## config.mk

```make
export PLATFORM = sky130hd
export DESIGN_NAME = voice_run_ctrl
export DESIGN_NICKNAME = d
export VERILOG_FILES = /design/src/rtl/voice_ctrl_pkg.sv /design/src/rtl/voice_end_detect.sv /design/src/rtl/voice_cmd_decode.sv /design/src/rtl/voice_chan_fsm.sv /design/src/rtl/voice_run_ctrl.sv
export SDC_FILE = /design/constraint.sdc
export NUM_CORES = 1
export LEC_CHECK = 0
export BUFFER_PORTS_ARGS = -buffer_cell sky130_fd_sc_hd__buf_2
export CAP_MARGIN = 0
export CELL_PAD_IN_SITES_DETAIL_PLACEMENT = 1
export CELL_PAD_IN_SITES_GLOBAL_PLACEMENT = 2
export CORE_AREA = 2 2 611 613
export CTS_CLUSTER_DIAMETER = 100
export CTS_CLUSTER_SIZE = 25
export DETAILED_ROUTE_END_ITERATION = 10
export DIE_AREA = 0 0 613 615
export PLACE_DENSITY = 0.35
export SYNTH_ARGS = -nofsm -noshare
export SYNTH_HDL_FRONTEND = slang
export SYNTH_HIERARCHICAL = 1
export SYNTH_SLANG_ARGS = --single-unit
```

## constraint.sdc

```tcl
create_clock -name clk -period 1.3 [get_ports clk]
set_input_delay 0.26 -clock clk [delete_from_list [all_inputs] [get_ports clk]]
set_output_delay 0.26 -clock clk [all_outputs]
set_load 0.1 [all_outputs]
```

## src/rtl/voice_ctrl_pkg.sv

```systemverilog
package voice_ctrl_pkg;
    typedef enum logic {
        CH_STOPPED = 1'b0,
        CH_RUNNING = 1'b1
    } ch_state_e;
endpackage

```

## src/rtl/voice_end_detect.sv

```systemverilog
module voice_end_detect #(
    parameter int OFS_W = 20
) (
    input  logic             loop_en,
    input  logic [OFS_W-1:0] cur_ofs,
    input  logic [OFS_W-1:0] end_ofs,
    input  logic             env_floor,
    input  logic             dly_stop_mode,
    input  logic             dly_done,
    output logic             end_hit
);
    logic out_of_data;
    logic dly_expired;

    always_comb begin
        out_of_data = !loop_en && (cur_ofs >= end_ofs);
        dly_expired = dly_stop_mode && dly_done;
        end_hit     = out_of_data || env_floor || dly_expired;
    end
endmodule

```

## src/rtl/voice_cmd_decode.sv

```systemverilog
module voice_cmd_decode #(
    parameter int              NUM_CH    = 32,
    parameter int              ADDR_W    = 8,
    parameter logic [ADDR_W-1:0] START_OFS = 8'hB4,
    parameter logic [ADDR_W-1:0] STOP_OFS  = 8'hB8
) (
    input  logic [ADDR_W-1:0] reg_addr,
    input  logic              reg_wr,
    input  logic [NUM_CH-1:0] reg_wdata,
    input  logic [NUM_CH-1:0] status,
    output logic [NUM_CH-1:0] start_vec,
    output logic [NUM_CH-1:0] stop_vec,
    output logic [NUM_CH-1:0] reg_rdata
);
    logic hit_start;
    logic hit_stop;

    always_comb begin
        hit_start = (reg_addr == START_OFS);
        hit_stop  = (reg_addr == STOP_OFS);
        start_vec = (reg_wr && hit_start) ? reg_wdata : '0;
        stop_vec  = (reg_wr && hit_stop)  ? reg_wdata : '0;
        reg_rdata = (hit_start || hit_stop) ? status : '0;
    end
endmodule

```

## src/rtl/voice_chan_fsm.sv

```systemverilog
module voice_chan_fsm
    import voice_ctrl_pkg::*;
(
    input  logic clk,
    input  logic rst_n,
    input  logic start_cmd,
    input  logic stop_cmd,
    input  logic end_hit,
    output logic running,
    output logic start_p,
    output logic stop_p
);
    ch_state_e state;
    ch_state_e state_nx;
    logic      halt_req;

    assign halt_req = stop_cmd || end_hit;

    // next-state logic: GO, HALT, HOLD
    always_comb begin
        state_nx = state;
        unique case (state)
            CH_STOPPED: if (start_cmd && !halt_req) state_nx = CH_RUNNING;
            CH_RUNNING: if (halt_req)               state_nx = CH_STOPPED;
            default:                                state_nx = CH_STOPPED;
        endcase
    end

    // state register
    always_ff @(posedge clk or negedge rst_n) begin
        if (!rst_n) state <= CH_STOPPED;
        else        state <= state_nx;
    end

    // output register: strobes mark a real transition only
    always_ff @(posedge clk or negedge rst_n) begin
        if (!rst_n) begin
            start_p <= 1'b0;
            stop_p  <= 1'b0;
        end else begin
            start_p <= (state == CH_STOPPED) && (state_nx == CH_RUNNING);
            stop_p  <= (state == CH_RUNNING) && (state_nx == CH_STOPPED);
        end
    end

    assign running = (state == CH_RUNNING);
endmodule

```

## src/rtl/voice_run_ctrl.sv

```systemverilog
module voice_run_ctrl #(
    parameter int                NUM_CH    = 32,
    parameter int                OFS_W     = 20,
    parameter int                ADDR_W    = 8,
    parameter logic [ADDR_W-1:0] START_OFS = 8'hB4,
    parameter logic [ADDR_W-1:0] STOP_OFS  = 8'hB8
) (
    input  logic                    clk,
    input  logic                    rst_n,
    input  logic [ADDR_W-1:0]       reg_addr,
    input  logic                    reg_wr,
    input  logic [NUM_CH-1:0]       reg_wdata,
    output logic [NUM_CH-1:0]       reg_rdata,
    input  logic [NUM_CH-1:0]       loop_en,
    input  logic [NUM_CH*OFS_W-1:0] cur_ofs,
    input  logic [NUM_CH*OFS_W-1:0] end_ofs,
    input  logic [NUM_CH-1:0]       env_floor,
    input  logic [NUM_CH-1:0]       dly_stop_mode,
    input  logic [NUM_CH-1:0]       dly_done,
    output logic [NUM_CH-1:0]       run_status,
    output logic [NUM_CH-1:0]       start_pulse,
    output logic [NUM_CH-1:0]       stop_pulse
);
    logic [NUM_CH-1:0] start_vec;
    logic [NUM_CH-1:0] stop_vec;
    logic [NUM_CH-1:0] end_vec;

    voice_cmd_decode #(
        .NUM_CH    (NUM_CH),
        .ADDR_W    (ADDR_W),
        .START_OFS (START_OFS),
        .STOP_OFS  (STOP_OFS)
    ) u_decode (
        .reg_addr  (reg_addr),
        .reg_wr    (reg_wr),
        .reg_wdata (reg_wdata),
        .status    (run_status),
        .start_vec (start_vec),
        .stop_vec  (stop_vec),
        .reg_rdata (reg_rdata)
    );

    for (genvar ch = 0; ch < NUM_CH; ch++) begin : g_ch
        voice_end_detect #(
            .OFS_W (OFS_W)
        ) u_end (
            .loop_en       (loop_en[ch]),
            .cur_ofs       (cur_ofs[ch*OFS_W +: OFS_W]),
            .end_ofs       (end_ofs[ch*OFS_W +: OFS_W]),
            .env_floor     (env_floor[ch]),
            .dly_stop_mode (dly_stop_mode[ch]),
            .dly_done      (dly_done[ch]),
            .end_hit       (end_vec[ch])
        );

        voice_chan_fsm u_fsm (
            .clk       (clk),
            .rst_n     (rst_n),
            .start_cmd (start_vec[ch]),
            .stop_cmd  (stop_vec[ch]),
            .end_hit   (end_vec[ch]),
            .running   (run_status[ch]),
            .start_p   (start_pulse[ch]),
            .stop_p    (stop_pulse[ch])
        );
    end
endmodule

```

==> flow_summary_export.csv, run 1 <==
group,metric,value,unit
placed_design,dp.cells,9565,
power,powerDensity,402,nW/um2
global_routing,grt_max_degree,38,
routing,drt_pass1_iterations,5,
synth,synth_top_area_share,38.0,%
cells_and_area,syn_to_final_growth,135,%
synth,synth_top_area_cell,"ha_1",
cts,cts-root-buf,"clkbuf_16",
routing,vias,28300,
sta,layout_worst_path_cycle_share,154,%
sta,hold_viol,0,
floorplanning,start_util,5.69,%
floorplanning,ios,1579,
power,max-vdd-ir-drop,599,uV
cts,clockBufferDepth,3,
cts,path_clk_slew,0.09,ns
run,cap_violations,0,
floorplanning,die_x,613,um
global_routing,grt_pass1_vias,30600,
sta,grt_setup_unrepaired,"true",
synth,avgSynthCellArea,7.58,um2
global_routing,grt_overflow,0,
global_routing,antenna_found_initial,282,
outcome,status,"finished, violations left",
sta,relSlewSlack,66.5,%
synth,yosysUniqueCellTypes,28,
sta,drv_slew,0,
cts,insertion_delay,0.54,ns
synth,synth-seq-cells,96,
synth,syn_area,21100,um2
global_routing,grt_util_all_layers,12.3,%
routing,wire_per_inst,24.7,um
setup_path,cp.required,1.04,ns
floorplanning,core_area,371000,um2
sta,setup_viol,197,
cts,cts_buffers,13,
setup_path,reg2reg_slack,0.05,ns
sta,fin_setup_tns,-37.07,ns
setup_path,rr_startpoint,"g_ch[17].u_fsm/running",
placed_design,routabilityCongestion,0.894,
global_routing,grt_pass1_wl,305,mm
setup_path,crit_type,"input pin to output pin",
routing,drtIter0Drc,842,
cells_and_area,fin_cells,9686,
min_path,holdPathEnd,"g_ch[24].u_fsm/running",
min_path,holdPathStages,4,
power,finalPower,19.9,mW
sta,clock-skew-final,0.0284,ns
sta,fmax,501,MHz
routing,drc,0,
setup_path,startpoint_type,"input pin",
floorplanning,die_h,615,um
placed_design,dpl.hpwl,228,mm
routing,drt_wl_total,239,mm
setup_path,reg2reg_depth,4,
sta,setup_ws,-0.696,ns
cells_and_area,n_fill_cell,43600,
setup_path,crit_path_max_fanout,8,
power,total_leakage_power,21.9,nW
sta,post-route-min-period,2.00,ns
setup_path,worstPathArrival,1.74,ns
min_path,hold_start,"env_floor[24]",
synth,yosysSeqAreaShare,11.4,%
min_path,hold_path.class,"input pin to flop",
placed_design,pre_cts_ws,-1.28,ns
sta,worst_pin_slew,0.497,ns
routing,ant_nets,0,
synth,syn_inst,2785,
floorplanning,dieArea,377000,um2
synth,synthesis.nets,4876,
floorplanning,row_count,224,
synth,yosysWarnings,6,
cts,cts_tree,"yes",
cells_and_area,layout.nets,6769,
setup_path,cp-end-kind,"output pin",
routing,via_per_inst,2.93,
cts,cts_max_level,3,
outcome,violations,"setup timing",
cells_and_area,drive_above_1_share,65.0,%
synth,ys_top_cells_by_area,"ha_1, inv_1, dfrtp_1",
placed_design,io_buffers,1578,
cts,cts_sinks,96,
setup_path,reg2reg_to,"g_ch[17].u_fsm/start_p",
-- timing repair --
action,4_1_cts,5_1_grt
hold endpoints to repair,96,0
setup buffers,38,63
endpoints found under the setup margin,217,220
hold buffers,1,0
resized for setup,574,417
pin swaps,262,226
-- worst max-delay path by stage --
stage / from / to / cells after the start / slack, ns
2_1_floorplan: reg_addr[0] / reg_rdata[10] / 4 / -0.81
3_3_place_gp: cur_ofs[540] / g_ch[27].u_fsm/stop_p / 8 / -1.25
3_5_place_dp: cur_ofs[540] / g_ch[27].u_fsm/start_p / 8 / -1.28
4_1_cts: reg_addr[1] / reg_rdata[19] / 6 / -0.69
5_1_grt: reg_addr[1] / reg_rdata[19] / 6 / -0.72
6_report: reg_addr[1] / reg_rdata[19] / 6 / -0.70
-- sequential cells by signal, indices dropped and copies added, names as in the netlist --
name and count:
g_ch.u_fsm/running 32, g_ch.u_fsm/start_p 32, g_ch.u_fsm/stop_p 32
-- cell usage in the layout, fill, tap and decap left out, types with 63 or more instances in the layout --
| master | count |
|---|---|
| a21oi_1 | 189 |
| inv_2 | 147 |
| buf_6 | 197 |
| a21oi_2 | 82 |
| buf_2 | 1199 |
| nand3_1 | 63 |
| nor2_1 | 64 |
| nand4_1 | 64 |
| nand2_1 | 210 |
| inv_1 | 398 |
| ha_4 | 300 |
| ha_1 | 333 |
| o21ai_0 | 63 |
| buf_4 | 293 |
| inv_4 | 120 |
| buf_12 | 174 |
| inv_12 | 64 |
-- per-stage QoR --
step	area (um2)	utilization (%)	hold WS, ns
detailed placement	44400	12.0	0.156
finish	49600	13.4	0.0895
global placement	44400	12.0	0.155
CTS	47400	12.8	0.0321
global route	49500	13.4	0.0513
floorplan	26100	-	-0.0356
-- metal layers --
metal	global-route usage, %	share of wire [%]	vias to the layer above
li1	-	-	13400
met1	14.4	41	13200
met2	22.7	51	1153
met3	3.38	6.5	469
met4	1.35	1.7	120
met5	0	0.32	-
-- cell usage after synthesis --
library cell / n
nor3_1: 88
a21oi_1: 288
nand2b_1: 1
clkbuf_1: 6
buf_2: 14
nor4_1: 2
or3_1: 32
a21o_1: 32
nor4_2: 62
a221oi_1: 32
nand4bb_1: 3
inv_1: 736
ha_1: 640
nand3_1: 64
nand4_2: 32
o21a_1: 32
nor4b_2: 32
o21ai_0: 96
buf_1: 3
nor2_1: 64
o211ai_1: 32
nand2_1: 256
xnor2_1: 1
buf_6: 5
nand4_1: 64
dfrtp_1: 96
nor3_2: 40
o21ai_1: 32
-- critical path, stage by stage --
cell and delay (ns):
buf_6 0.09, nand4bb_4 0.26, buf_12 0.20, buf_12 0.22
nor4_4 0.37, buf_12 0.22
-- logic make-up (layout without fill, tap and decap cells) --
group / Yosys count / count (layout) / share of synthesized area, %
AOI/OAI and AO/OA: 544 / 544 / 14.6
xor gates and xnor gates: 1 / 1 / 0.0415
adders and majority gates: 640 / 640 / 38.0
buffers and inverters: 764 / 2659 / 13.9
DFF: 96 / 96 / 11.4
other: 0 / 34 / 0
and+or+nand+nor: 740 / 740 / 22.1
-- power by group --
group	switching, mW	leakage [nW]	total [mW]	internal [mW]
clock	2.02	0.186	4.04	2.02
sequential	0.00136	1.27	2.99	2.98
combinational	6.71	20.5	12.9	6.20
total	8.73	21.9	19.9	11.2
-- area by class of cell --
type	count	area [um2]	share of cell area, %
Inverter	736	3900	7.87
Clock buffer	13	325	0.656
Timing Repair Buffer	1906	14500	29.2
Clock inverter	4	48.8	0.0984
Sequential cell	96	2530	5.10
Multi-Input combinational cell	1925	22000	44.3
Tap cell	4972	6220	12.5
Antenna cell	34	85.1	0.172
Power figures use the tool's default switching activity.
==> run 2, diff against run 1 <==
--- a/config.mk
+++ b/config.mk
@@ -9,12 +9,13 @@
 export CAP_MARGIN = 0
 export CELL_PAD_IN_SITES_DETAIL_PLACEMENT = 1
 export CELL_PAD_IN_SITES_GLOBAL_PLACEMENT = 2
-export CORE_AREA = 2 2 611 613
+export CORE_AREA = 3 3 612 614
 export CTS_CLUSTER_DIAMETER = 100
 export CTS_CLUSTER_SIZE = 25
 export DETAILED_ROUTE_END_ITERATION = 10
-export DIE_AREA = 0 0 613 615
+export DIE_AREA = 0 0 615 617
 export PLACE_DENSITY = 0.35
+export RECOVER_POWER = 50
 export SYNTH_ARGS = -nofsm -noshare
 export SYNTH_HDL_FRONTEND = slang
 export SYNTH_HIERARCHICAL = 1
==> flow_summary_export.csv, run 2 (synthesized netlist as in run 1, its figures left out) <==
group,metric,value,unit
sta,drv_slew,0,
placed_design,dp.cells,9550,
routing,via_per_inst,2.90,
global_routing,grt_pass1_vias,30700,
global_routing,grt_pass1_wl,295,mm
sta,hold_viol,0,
power,power_frac_seq,14.9,%
routing,wl_met2,122,mm
power,p_sw_share,43.7,%
routing,vias,28100,
sta,fmax,510,MHz
sta,relSlewSlack,51.1,%
cts,cts_max_level,3,
routing,drt_wl_total,230,mm
sta,layout_worst_path_cycle_share,151,%
power,powerDensity,404,nW/um2
sta,worst_pin_slew,0.734,ns
global_routing,grt_max_degree,31,
cells_and_area,final_common_cell,"buf_2",
floorplanning,dieArea,379000,um2
cells_and_area,layout.nets,6759,
floorplanning,row_count,223,
placed_design,routabilityCongestion,0.853,
global_routing,grt_overflow,0,
min_path,hold_path.class,"input pin to flop",
cells_and_area,layout_common_cells,"buf_2, inv_1, ha_1",
setup_path,crit_type,"input pin to output pin",
routing,drt_pass1_iterations,4,
global_routing,grt_util_all_layers,11.7,%
sta,grt_setup_unrepaired,"true",
routing,wl_met3,13.4,mm
setup_path,cp.required,1.04,ns
cts,cts-root-buf,"clkbuf_16",
run,cap_violations,0,
cts,clockBufferDepth,3,
setup_path,startpoint_type,"input pin",
cts,cts_tree,"yes",
routing,drtIter0Drc,703,
setup_path,cp-end-kind,"output pin",
sta,clock-skew-final,0.0393,ns
placed_design,placed_area,44400,um2
routing,drc,0,
floorplanning,die_x,615,um
cts,path_clk_slew,0.13,ns
cells_and_area,final_area,49400,um2
routing,wire_per_inst,23.8,um
cells_and_area,syn_to_final_growth,134,%
routing,highest_layer,"met5",
routing,ant_nets,0,
cells_and_area,drive_above_1_share,64.9,%
cts,insertion_delay,0.55,ns
setup_path,crit_path_max_fanout,12,
cells_and_area,fin_cells,9673,
sta,setup_viol,181,
power,p_clk_share,21.7,%
power,total_leakage_power,21.8,nW
routing,wirelength_met1,90.8,mm
power,max-vdd-ir-drop,708,uV
floorplanning,core_area,369000,um2
power,power.switching,8.73,mW
floorplanning,ios,1579,
placed_design,dpl.hpwl,220,mm
power,p_int,11.2,mW
cts,cts_sinks,96,
floorplanning,start_util,5.72,%
placed_design,io_buffers,1578,
floorplanning,die_h,617,um
power,comb_power_share,63.4,%
setup_path,worstPathArrival,1.70,ns
sta,post-route-min-period,1.96,ns
outcome,status,"finished, violations left",
outcome,violations,"setup timing",
sta,setup_ws,-0.659,ns
cts,cts_buffers,13,
global_routing,antenna_found_initial,256,
[run 2: cell type report]
class                      instances  area, um2
clock inverter                     3       42.5
timing repair buffer            1896      14200
multi-input combinational       1925      22000
antenna                           53        133
clock buffer                      14        339
fill                           43500     320000
inverter                         736       3940
tap                             4950       6190
sequential                        96       2520
[run 2: path summary, 6_finish.rpt]
| kind | from | end | slack [ns] | depth (start not counted) |
|---|---|---|---|---|
| min reg2reg | g_ch[27].u_fsm/running | g_ch[27].u_fsm/start_p | 0.61 | 2 |
| min in group asynchronous | rst_n | g_ch[29].u_fsm/running | 0.34 | 2 |
| max reg2reg | g_ch[25].u_fsm/running | g_ch[25].u_fsm/start_p | 0.09 | 4 |
| max | reg_addr[0] | reg_rdata[15] | -0.66 | 6 |
| max in group asynchronous | rst_n | g_ch[17].u_fsm/running | 0.09 | 3 |
| min | env_floor[4] | g_ch[4].u_fsm/start_p | 0.05 | 4 |
[run 2: metrics by stage]
step / setup slack (ns) / total power, mW / util (%) / TNS [ns] / hold WS (ns)
after floorplan: -0.813 / 7.84 / - / -38.27 / -0.0356
after global placement: -1.37 / 14.3 / 12.0 / -94.99 / 0.166
after detailed placement: -1.36 / 14.4 / 12.0 / -95.31 / 0.165
after CTS: -0.699 / 20.0 / 12.7 / -46.59 / 0.000506
after global routing: -0.721 / 21.9 / 13.4 / -51.80 / 0.0167
final: -0.659 / 20.0 / 13.4 / -37.71 / 0.0525
[run 2: repair_timing]
action / CTS / global route
hold buffers: 3 / 0
cloned: 0 / 0
gates resized for setup: 447 / 503
endpoints found under the hold margin: 100 / 0
buffers inserted: 25 / 43
endpoints found under the setup margin: 209 / 221
pin swaps: 196 / 285
[run 2: power groups by stage]
stage | Combinational (mW) | Sequential, mW | Clock (mW)
finish | 12.7 | 2.99 | 4.33
global route | 14.2 | 2.99 | 4.75
CTS | 12.3 | 2.99 | 4.75
detailed placement | 11.4 | 3.05 | 0
global placement | 11.3 | 3.05 | 0
floorplan | 4.78 | 3.06 | 0
[run 2: worst max-delay path, cell delays in order]
cell	delay, ns
buf_6	0.09
nand4bb_4	0.27
buf_12	0.20
buf_12	0.18
nor4_4	0.40
buf_12	0.23
[run 2: metal layers]
metal / up-vias / track usage, %
li1: 13400 / -
met1: 13200 / 13.1
met2: 1080 / 22.3
met3: 387 / 3.17
met4: 100 / 1.33
met5: - / 0
